File: src/rtl/pcm_seq_pkg.sv
package pcm_seq_pkg;
  typedef enum logic [2:0] {
    ST_IDLE,
    ST_LS_MIN,
    ST_LS_HOLD,
    ST_GAP_HS,
    ST_HS_MIN,
    ST_HS_WAIT,
    ST_GAP_LS_MIN,
    ST_GAP_LS_HOLD
  } seq_state_e;
endpackage

File: src/rtl/pcm_in_sync.sv
module pcm_in_sync #(
  parameter int             WIDTH   = 4,
  parameter int             STAGES  = 2,
  parameter logic [WIDTH-1:0] RST_VAL = '0
) (
  input  logic             clk,
  input  logic             rst_n,
  input  logic [WIDTH-1:0] d,
  output logic [WIDTH-1:0] q
);
  logic [WIDTH-1:0] stg [STAGES];

  always_ff @(posedge clk or negedge rst_n) begin
    if (!rst_n) begin
      for (int i = 0; i < STAGES; i++) stg[i] <= RST_VAL;
    end else begin
      stg[0] <= d;
      for (int i = 1; i < STAGES; i++) stg[i] <= stg[i-1];
    end
  end

  assign q = stg[STAGES-1];
endmodule

File: src/rtl/pcm_edge_fall.sv
module pcm_edge_fall (
  input  logic clk,
  input  logic rst_n,
  input  logic sig,
  output logic fall
);
  logic prev_q;

  always_ff @(posedge clk or negedge rst_n) begin
    if (!rst_n) prev_q <= 1'b0;
    else        prev_q <= sig;
  end

  assign fall = prev_q & ~sig;
endmodule

File: src/rtl/pcm_min_timer.sv
module pcm_min_timer #(
  parameter int CNT_W = 8
) (
  input  logic             clk,
  input  logic             rst_n,
  input  logic             clr,
  input  logic [CNT_W-1:0] limit,
  output logic             done
);
  localparam logic [CNT_W-1:0] CNT_MAX = '1;

  logic [CNT_W-1:0] cnt_q;
  logic [CNT_W-1:0] lim_m1;

  always_ff @(posedge clk or negedge rst_n) begin
    if (!rst_n)              cnt_q <= '0;
    else if (clr)            cnt_q <= '0;
    else if (cnt_q != CNT_MAX) cnt_q <= cnt_q + 1'b1;
  end

  // a zero limit behaves as one cycle
  assign lim_m1 = (limit == '0) ? '0 : limit - 1'b1;
  assign done   = (cnt_q >= lim_m1);
endmodule

File: src/rtl/pcm_phase_fsm.sv
module pcm_phase_fsm
  import pcm_seq_pkg::*;
(
  input  logic clk,
  input  logic rst_n,
  input  logic enable,
  input  logic fall,
  input  logic trip,
  input  logic tmr_done,
  output logic restart,
  output logic sel_on,
  output logic hs_on,
  output logic ls_on,
  output logic idle
);
  seq_state_e state_q, state_d;

  always_comb begin
    state_d = state_q;
    if (!enable) begin
      state_d = ST_IDLE;
    end else begin
      unique case (state_q)
        ST_IDLE:        if (fall) state_d = ST_LS_MIN;
        ST_LS_MIN:      if (fall) state_d = ST_LS_MIN;
                        else if (tmr_done) state_d = ST_GAP_HS;
        ST_LS_HOLD:     if (fall) state_d = ST_LS_MIN;
        ST_GAP_HS:      state_d = fall ? ST_LS_MIN : ST_HS_MIN;
        ST_HS_MIN:      if (fall) state_d = ST_GAP_LS_MIN;
                        else if (tmr_done) state_d = trip ? ST_GAP_LS_HOLD : ST_HS_WAIT;
        ST_HS_WAIT:     if (fall) state_d = ST_GAP_LS_MIN;
                        else if (trip) state_d = ST_GAP_LS_HOLD;
        ST_GAP_LS_MIN:  state_d = ST_LS_MIN;
        ST_GAP_LS_HOLD: state_d = fall ? ST_LS_MIN : ST_LS_HOLD;
        default:        state_d = ST_IDLE;
      endcase
    end
  end

  always_ff @(posedge clk or negedge rst_n) begin
    if (!rst_n) state_q <= ST_IDLE;
    else        state_q <= state_d;
  end

  // every state entry, and every reference edge, restarts the interval count
  assign restart = (state_d != state_q) | fall;
  assign sel_on  = (state_q == ST_HS_MIN);
  assign hs_on   = (state_q == ST_HS_MIN) | (state_q == ST_HS_WAIT);
  assign ls_on   = (state_q == ST_LS_MIN) | (state_q == ST_LS_HOLD);
  assign idle    = (state_q == ST_IDLE);
endmodule

File: src/rtl/pcm_switch_seq.sv
module pcm_switch_seq #(
  parameter int CNT_W    = 8,
  parameter int SYNC_LEN = 2
) (
  input  logic             clk,
  input  logic             rst_n,
  input  logic             ref_clk_i,
  input  logic             cmp_trip_i,
  input  logic             shdn_n_i,
  input  logic             uvlo_i,
  input  logic [CNT_W-1:0] t_min_on_i,
  input  logic [CNT_W-1:0] t_min_off_i,
  output logic             hs_gate_o,
  output logic             ls_gate_o,
  output logic             out_hiz_o,
  output logic             ramp_rst_o
);
  localparam int          N_IN    = 4;
  // bit order {uvlo, shdn_n, cmp, ref}; lockout asserted until proven clear
  localparam logic [N_IN-1:0] SYNC_RST = 4'b1000;

  logic [N_IN-1:0] raw_in, syn_in;
  logic ref_s, cmp_s, shdn_n_s, uvlo_s;
  logic fall, enable, restart, sel_on, tmr_done;
  logic hs_on, ls_on, idle;
  logic [CNT_W-1:0] limit;

  assign raw_in = {uvlo_i, shdn_n_i, cmp_trip_i, ref_clk_i};

  pcm_in_sync #(.WIDTH(N_IN), .STAGES(SYNC_LEN), .RST_VAL(SYNC_RST)) u_sync (
    .clk(clk), .rst_n(rst_n), .d(raw_in), .q(syn_in)
  );

  assign {uvlo_s, shdn_n_s, cmp_s, ref_s} = syn_in;
  assign enable = shdn_n_s & ~uvlo_s;

  pcm_edge_fall u_edge (
    .clk(clk), .rst_n(rst_n), .sig(ref_s), .fall(fall)
  );

  assign limit = sel_on ? t_min_on_i : t_min_off_i;

  pcm_min_timer #(.CNT_W(CNT_W)) u_timer (
    .clk(clk), .rst_n(rst_n), .clr(restart), .limit(limit), .done(tmr_done)
  );

  pcm_phase_fsm u_fsm (
    .clk(clk), .rst_n(rst_n), .enable(enable), .fall(fall), .trip(cmp_s),
    .tmr_done(tmr_done), .restart(restart), .sel_on(sel_on),
    .hs_on(hs_on), .ls_on(ls_on), .idle(idle)
  );

  assign hs_gate_o  = hs_on;
  assign ls_gate_o  = ls_on;
  assign out_hiz_o  = idle;
  assign ramp_rst_o = ls_on;
endmodule

File: config.mk
export PLATFORM = sky130hd
export DESIGN_NAME = pcm_switch_seq
export DESIGN_NICKNAME = d
export VERILOG_FILES = /design/src/rtl/pcm_seq_pkg.sv /design/src/rtl/pcm_in_sync.sv /design/src/rtl/pcm_edge_fall.sv /design/src/rtl/pcm_min_timer.sv /design/src/rtl/pcm_phase_fsm.sv /design/src/rtl/pcm_switch_seq.sv
export SDC_FILE = /design/constraint.sdc
export NUM_CORES = 1
export LEC_CHECK = 0
export ABC_CLOCK_PERIOD_IN_PS = 7100
export CAP_MARGIN = 30
export CELL_PAD_IN_SITES_DETAIL_PLACEMENT = 0
export CELL_PAD_IN_SITES_GLOBAL_PLACEMENT = 1
export CORE_AREA = 2 2 70 72
export DETAILED_ROUTE_END_ITERATION = 16
export DIE_AREA = 0 0 72 74
export PLACE_DENSITY = 0.66
export SYNTH_ARGS = -nofsm -noshare
export SYNTH_HDL_FRONTEND = slang
export SYNTH_SLANG_ARGS = --single-unit
export TNS_END_PERCENT = 1
File: constraint.sdc
create_clock -name clk -period 7.1 [get_ports clk]
set_input_delay 1.065 -clock clk [delete_from_list [all_inputs] [get_ports clk]]
set_output_delay 1.065 -clock clk [all_outputs]
set_load 0.1 [all_outputs]
==> flow_metrics.env, run 1 <==
export IMPL_core_mm2=0.00460
export IMPL_clock_path_buffers=2
export IMPL_avgRoutedWirePerCell_um=14.0
export IMPL_yosys_warnings=0
export IMPL_synth_most_common_cell="nor2_1"
export IMPL_drv_slew=0
export IMPL_worst_path_max_delay_cell="clkdlybuf4s50_1"
export IMPL_syn_instance_count=179
export IMPL_r2r_start="u_fsm.state_q[1]"
export IMPL_leakage_uw=0.000744
export IMPL_drtPass1Iterations=4
export IMPL_ir_drop_mv=0.138
export IMPL_worstMarginPinSlew_ns=0.977
export IMPL_grt_overflow=0
export IMPL_path_cells="clkdlybuf4s50_1 > nor3_1 > mux2_4 > nand3_1 > nor2_1 > nand2_1 > and3_1 > ha_1 > nand2b_1 > a2111oi_0 > o21bai_1 > o2111ai_2 > and2_1 > o31ai_1"
export IMPL_hold_viol=0
export IMPL_min_to="u_sync.q[3]"
export IMPL_worstPathMaxFanout=9
export IMPL_start_util=0.338
export IMPL_critical_path_buf_inv_count=1
export IMPL_drc_errors=0
export IMPL_cp_start_kind="primary input"
export IMPL_synth_top_area_share=0.290
export IMPL_skew_ns=0.000988
export IMPL_finalSetupViolations=0
export IMPL_tritoncts="yes"
export IMPL_io_buffers=25
export IMPL_async_reset_ff_frac=1.00
export IMPL_viasPerCell=5.41
export IMPL_grt_use_total=0.140
export IMPL_routed_wl_mm=3.55
export IMPL_yosysUniqueCellTypes=42
export IMPL_worstHoldStart="u_sync.stg[7]"
export IMPL_setup_tns_ns=0
export IMPL_die_x_um=72
export IMPL_ff2ff_path_depth=13
export IMPL_endpoint_kind="flip-flop"
export IMPL_drv_cap=0
export IMPL_path_delay_family="simple AND/OR/NAND/NOR gates"
export IMPL_ioPinCount=26
export IMPL_fin_crit_sh=0.594
export IMPL_cts_resized=0
export IMPL_syn_to_final_growth_pct=22.5
export IMPL_r2r_slack_ns=2.94
export IMPL_status="completed"
export IMPL_drive_gt1_frac=0.0750
export IMPL_antenna_left=0
export IMPL_h_tree_depth=1
export IMPL_fin_crit_ns=4.21
export IMPL_die_area_mm2=0.00533
export IMPL_rsz0062_at_grt="false"
export IMPL_clkSlewWorstSetupHoldPaths_ns=0.07
export IMPL_place_gp_congestion=0.762
export IMPL_rows=25
export IMPL_clock_root_buffer="clkbuf_8"
export IMPL_min_path_type="flip-flop to flip-flop"
export IMPL_total_power_uw=340
export IMPL_cp_required_ns=7.22
export IMPL_grt_pass1_wl_mm=5.95
export IMPL_syn_area_mm2=0.00155
export IMPL_antenna_found_initial=0
export IMPL_cts_buffers=3
export IMPL_yosys_area_top_type="dfrtp_1"
export IMPL_synthTopCellsByArea="dfrtp_1 29%, ha_1 7.3%, o31ai_1 5.8%"
export IMPL_place_hpwl_mm=2.86
export IMPL_synth_seq_cells=20
export IMPL_cts_setup_buffers=0
export IMPL_insertion_delay_ns=0.25
export IMPL_synth_fp_nets=210
export IMPL_seq_area_frac_synth=0.324
export IMPL_slew_headroom=0.347
export IMPL_routed_via_count=1373
export IMPL_timing_rr_end="u_fsm.state_q[1]"
export IMPL_grt_max_degree=21
export IMPL_synth_avg_cell_area_um2=8.67
export IMPL_grt_pass1_vias=1364
export IMPL_power_density_mw_per_mm2=179
export IMPL_yosys_most_used_dff="dfrtp_1"
export IMPL_synth_edff_count=0
export IMPL_holdBufCountCts=0
export IMPL_critical_path_max_stage_delay_ns=0.47
export IMPL_hold_depth=0
export IMPL_crit_arrival_ns=4.33
export IMPL_fmax_mhz=237
export IMPL_synthTopCellsByCount="20 x nor2_1, 18 x dfrtp_1, 17 x nand2_1"
export IMPL_diodes=0
export IMPL_first_iter_violations=56
export IMPL_path_class="primary input to flip-flop"
export IMPL_cts_sinks=20
export IMPL_die_y_um=74
export IMPL_post_route_util=0.414
export IMPL_fin_nets=232
==> flip-flops by register name, summed over array words and instances (netlist names) <==
register,count
u_edge.prev_q,1
u_timer.cnt_q,8
u_sync.q,4
u_fsm.state_q,3
u_sync.stg,4
==> power breakdown <==
| part | internal, µW | switching, µW |
|---|---|---|
| clock | 75.1 | 34.8 |
| combinational | 42.8 | 47.4 |
| sequential | 125 | 14.4 |
| total | 243 | 96.6 |
==> cells in the final DEF (no fill, tap or decap), types with 2 or more instances in the layout <==
cell type and n:
nand2b_1 10, nand2_1 17, o21ai_0 10, nor2_1 20, nand3b_1 2, xnor2_1 6, o31ai_1 12, and3_1 3
o211ai_1 3, mux2i_1 6, dfrtp_1 18, nand3_1 4, o21a_1 2, o21bai_1 2, mux2_2 2, nor3_1 5
clkbuf_8 3, a21oi_1 7, nand4_1 12, nor2b_1 2, clkdlybuf4s50_1 25, dfstp_2 2, ha_1 9
==> worst max path at each step <==
stage | end | cells past startpoint | slack (ns) | startpoint
after global routing | u_timer.cnt_q[3] | 13 | 2.53 | u_fsm.state_q[1]
after CTS | u_timer.cnt_q[3] | 14 | 2.85 | t_min_on_i[1]
final | u_fsm.state_q[1] | 14 | 2.89 | t_min_on_i[1]
after global placement | u_timer.cnt_q[2] | 14 | 2.70 | t_min_on_i[1]
after floorplan | u_timer.cnt_q[0] | 14 | 2.58 | u_fsm.state_q[2]
after detailed placement | u_timer.cnt_q[3] | 14 | 2.57 | t_min_on_i[1]
==> routing by layer <==
layer,part of all wire,GRT usage,vias to the layer above
li1,-,-,706
met1,0.46,0.171,639
met2,0.51,0.263,26
met3,0.030,0.0163,2
met4,0.0048,0.0356,0
met5,0,0,-
==> kinds of logic (layout without fill, tap and decap cells) <==
logic type | after synthesis | in the layout | synth area share
and+or+nand+nor | 82 | 82 | 0.283
DFF | 20 | 20 | 0.324
xor gates and xnor gates | 7 | 7 | 0.0395
adders and majority gates | 9 | 9 | 0.0725
AOI/OAI and AO/OA | 43 | 43 | 0.190
muxes | 9 | 9 | 0.0629
buffers and inverters | 9 | 30 | 0.0282
==> layout make-up <==
class                           instances  area, µm²
Fill cell                             468       2700
Clock buffer                            3       41.3
Tap cell                               54       67.6
Sequential cell                        20        503
Clock inverter                          1       30.0
Timing Repair Buffer                   25        250
Inverter                                1       3.75
Multi-Input combinational cell        150       1010
==> through the flow <==
stage | worst slack (ns) | area, µm² | hold WS [ns] | std cells
6_report | 2.89 | 1900 | 0.361 | 254
3_3_place_gp | 2.70 | 1830 | 0.339 | 250
4_1_cts | 2.85 | 1900 | 0.362 | 254
5_1_grt | 2.53 | 1900 | 0.366 | 254
2_1_floorplan | 2.58 | 1550 | 0.331 | 179
3_5_place_dp | 2.57 | 1830 | 0.337 | 250
Note: power is estimated with default switching activity, not from simulation.
==> run 2: changes to the inputs <==
- ABC_CLOCK_PERIOD_IN_PS: 7100 -> 4000
- clock period: 7.1 -> 4 ns (I/O delays scaled with it)
==> run 2 against run 1 <==
  * Die area is the same
  * Sequential power grew 76%
  * Final cell count grew 2.4%
  * Clock skew grew 0.00051 ns
  * First-iteration DRC count grew 1.8%
  * Via count grew 4.4%
  * Combinational power grew 77%
  * Register-to-register slack lost 2.6 ns
  * Largest cell class unchanged
==> flow_metrics.env, run 2 (synthesis gave the netlist of run 1 again) <==
export IMPL_drtPass1Iterations=4
export IMPL_die_area_mm2=0.00533
export IMPL_status="completed"
export IMPL_crit_arrival_ns=3.81
export IMPL_fin_crit_sh=0.921
export IMPL_fin_nets=238
export IMPL_syn_to_final_growth_pct=25.5
export IMPL_layout_common_cells="25 x clkdlybuf4s50_1, 20 x nor2_1, 18 x dfrtp_1, 17 x nand2_1"
export IMPL_ff2ff_path_depth=14
export IMPL_grt_pass1_vias=1377
export IMPL_largest_register_ffs=8
export IMPL_slew_headroom=0.355
export IMPL_die_x_um=72
export IMPL_hold_depth=0
export IMPL_ir_drop_mv=0.266
export IMPL_p_sw_uw=170
export IMPL_rsz0062_at_grt="false"
export IMPL_fmax_mhz=271
export IMPL_core_mm2=0.00460
export IMPL_finalSetupViolations=0
export IMPL_drc_errors=0
export IMPL_min_path_type="flip-flop to flip-flop"
export IMPL_largest_register="u_timer.cnt_q"
export IMPL_cts_sinks=20
export IMPL_clkSlewWorstSetupHoldPaths_ns=0.07
export IMPL_worst_path_max_delay_cell="dfrtp_1"
export IMPL_setup_tns_ns=0
export IMPL_grt_use_total=0.146
export IMPL_critical_path_max_stage_delay_ns=0.49
export IMPL_antenna_left=0
export IMPL_cp_start_kind="flip-flop"
export IMPL_routed_wl_mm=3.64
export IMPL_place_gp_congestion=0.823
export IMPL_tritoncts="yes"
export IMPL_insertion_delay_ns=0.25
export IMPL_p_int_uw=431
export IMPL_grt_overflow=0
export IMPL_power_density_mw_per_mm2=309
export IMPL_antenna_found_initial=0
export IMPL_total_power_uw=602
export IMPL_grt_max_degree=21
export IMPL_final_common_cell="clkdlybuf4s50_1"
export IMPL_skew_ns=0.00149
export IMPL_routed_via_count=1433
export IMPL_path_class="flip-flop to flip-flop"
export IMPL_ioPinCount=26
export IMPL_start_util=0.338
export IMPL_post_route_util=0.424
export IMPL_path_cells="nor3b_4 > buf_4 > mux2_4 > nand3_1 > nor2_1 > nand2_1 > and3_1 > ha_1 > nand2b_1 > a2111oi_0 > o21bai_1 > o2111ai_2 > and2_1 > o31ai_1"
export IMPL_fin_crit_ns=3.68
export IMPL_holdBufCountCts=0
export IMPL_endpoint_kind="flip-flop"
export IMPL_place_hpwl_mm=2.94
export IMPL_clock_root_buffer="clkbuf_8"
export IMPL_cp_required_ns=4.13
export IMPL_first_iter_violations=57
export IMPL_drv_slew=0
export IMPL_worstMarginPinSlew_ns=0.964
export IMPL_cts_setup_buffers=0
export IMPL_p_seq_frac=0.407
export IMPL_leakage_uw=0.000772
export IMPL_clock_path_buffers=2
export IMPL_drive_gt1_frac=0.107
export IMPL_cts_buffers=3
export IMPL_h_tree_depth=1
export IMPL_drv_cap=0
export IMPL_diodes=0
export IMPL_grt_pass1_wl_mm=6.16
export IMPL_rows=25
export IMPL_worstPathMaxFanout=9
export IMPL_io_buffers=25
export IMPL_cts_resized=0
export IMPL_viasPerCell=5.51
export IMPL_clock_power_share=0.327
export IMPL_combPwrFrac=0.266
export IMPL_swShare=0.283
export IMPL_die_y_um=74
export IMPL_hold_viol=0
export IMPL_avgRoutedWirePerCell_um=14.0
## run 2: cell count changes in the layout (fill, tap and decap cells not counted), sizes merged
cell,previous run,this run
buf,0,6
## run 2: power by group through the flow
stage          sequential, µW  clock (µW)  combinational, µW
2_1_floorplan             241           0                107
3_3_place_gp              248           0                155
3_5_place_dp              249           0                160
4_1_cts                   245         203                161
5_1_grt                   249         213                184
6_report                  245         197                160
## run 2: through the flow
stage | cell area (µm²) | setup WS [ns] | hold slack [ns] | instances
floorplan | 1560 | 0.0504 | 0.304 | 179
global placement | 1880 | 0.251 | 0.339 | 256
detailed placement | 1880 | 0.0614 | 0.338 | 256
CTS | 1950 | 0.262 | 0.359 | 260
global route | 1950 | 0.0714 | 0.366 | 260
finish | 1950 | 0.317 | 0.354 | 260
## run 2: critical path, delay by kind of cell (launching register included)
family	cells	cell delay [ns]
and+or+nand+nor	7	1.33
AOI/OAI and AO/OA	4	0.95
DFF	1	0.49
muxes	1	0.32
buffers and inverters	1	0.24
adders and majority gates	1	0.22
## run 2: layout make-up
type	instances	area, µm²
fillers	467	2650
multi-input cells	150	1010
flip-flops and latches	20	503
repair buffers	31	295
well taps	54	67.6
clock buffers	3	41.3
clock inverters	1	30.0
inverters	1	3.75
## run 2: metal layers
metal,global-route usage,up-vias,part of all wire
met5,0,-,0
met4,0.0566,0,0.015
met1,0.182,661,0.45
li1,-,718,-
met3,0.0244,5,0.041
met2,0.256,49,0.50
## run 2: path summary, 6_finish.rpt
path                                        from          endpoint  slack [ns]
worst min-delay path               u_sync.stg[5]       u_sync.q[1]        0.35
max in group asynchronous                  rst_n  u_timer.cnt_q[5]        2.65
worst min register to register     u_sync.stg[5]       u_sync.q[1]        0.35
min in group asynchronous                  rst_n       u_sync.q[2]        0.83
worst max register to register  u_fsm.state_q[0]  u_timer.cnt_q[1]        0.32
worst max-delay path            u_fsm.state_q[0]  u_timer.cnt_q[1]        0.32
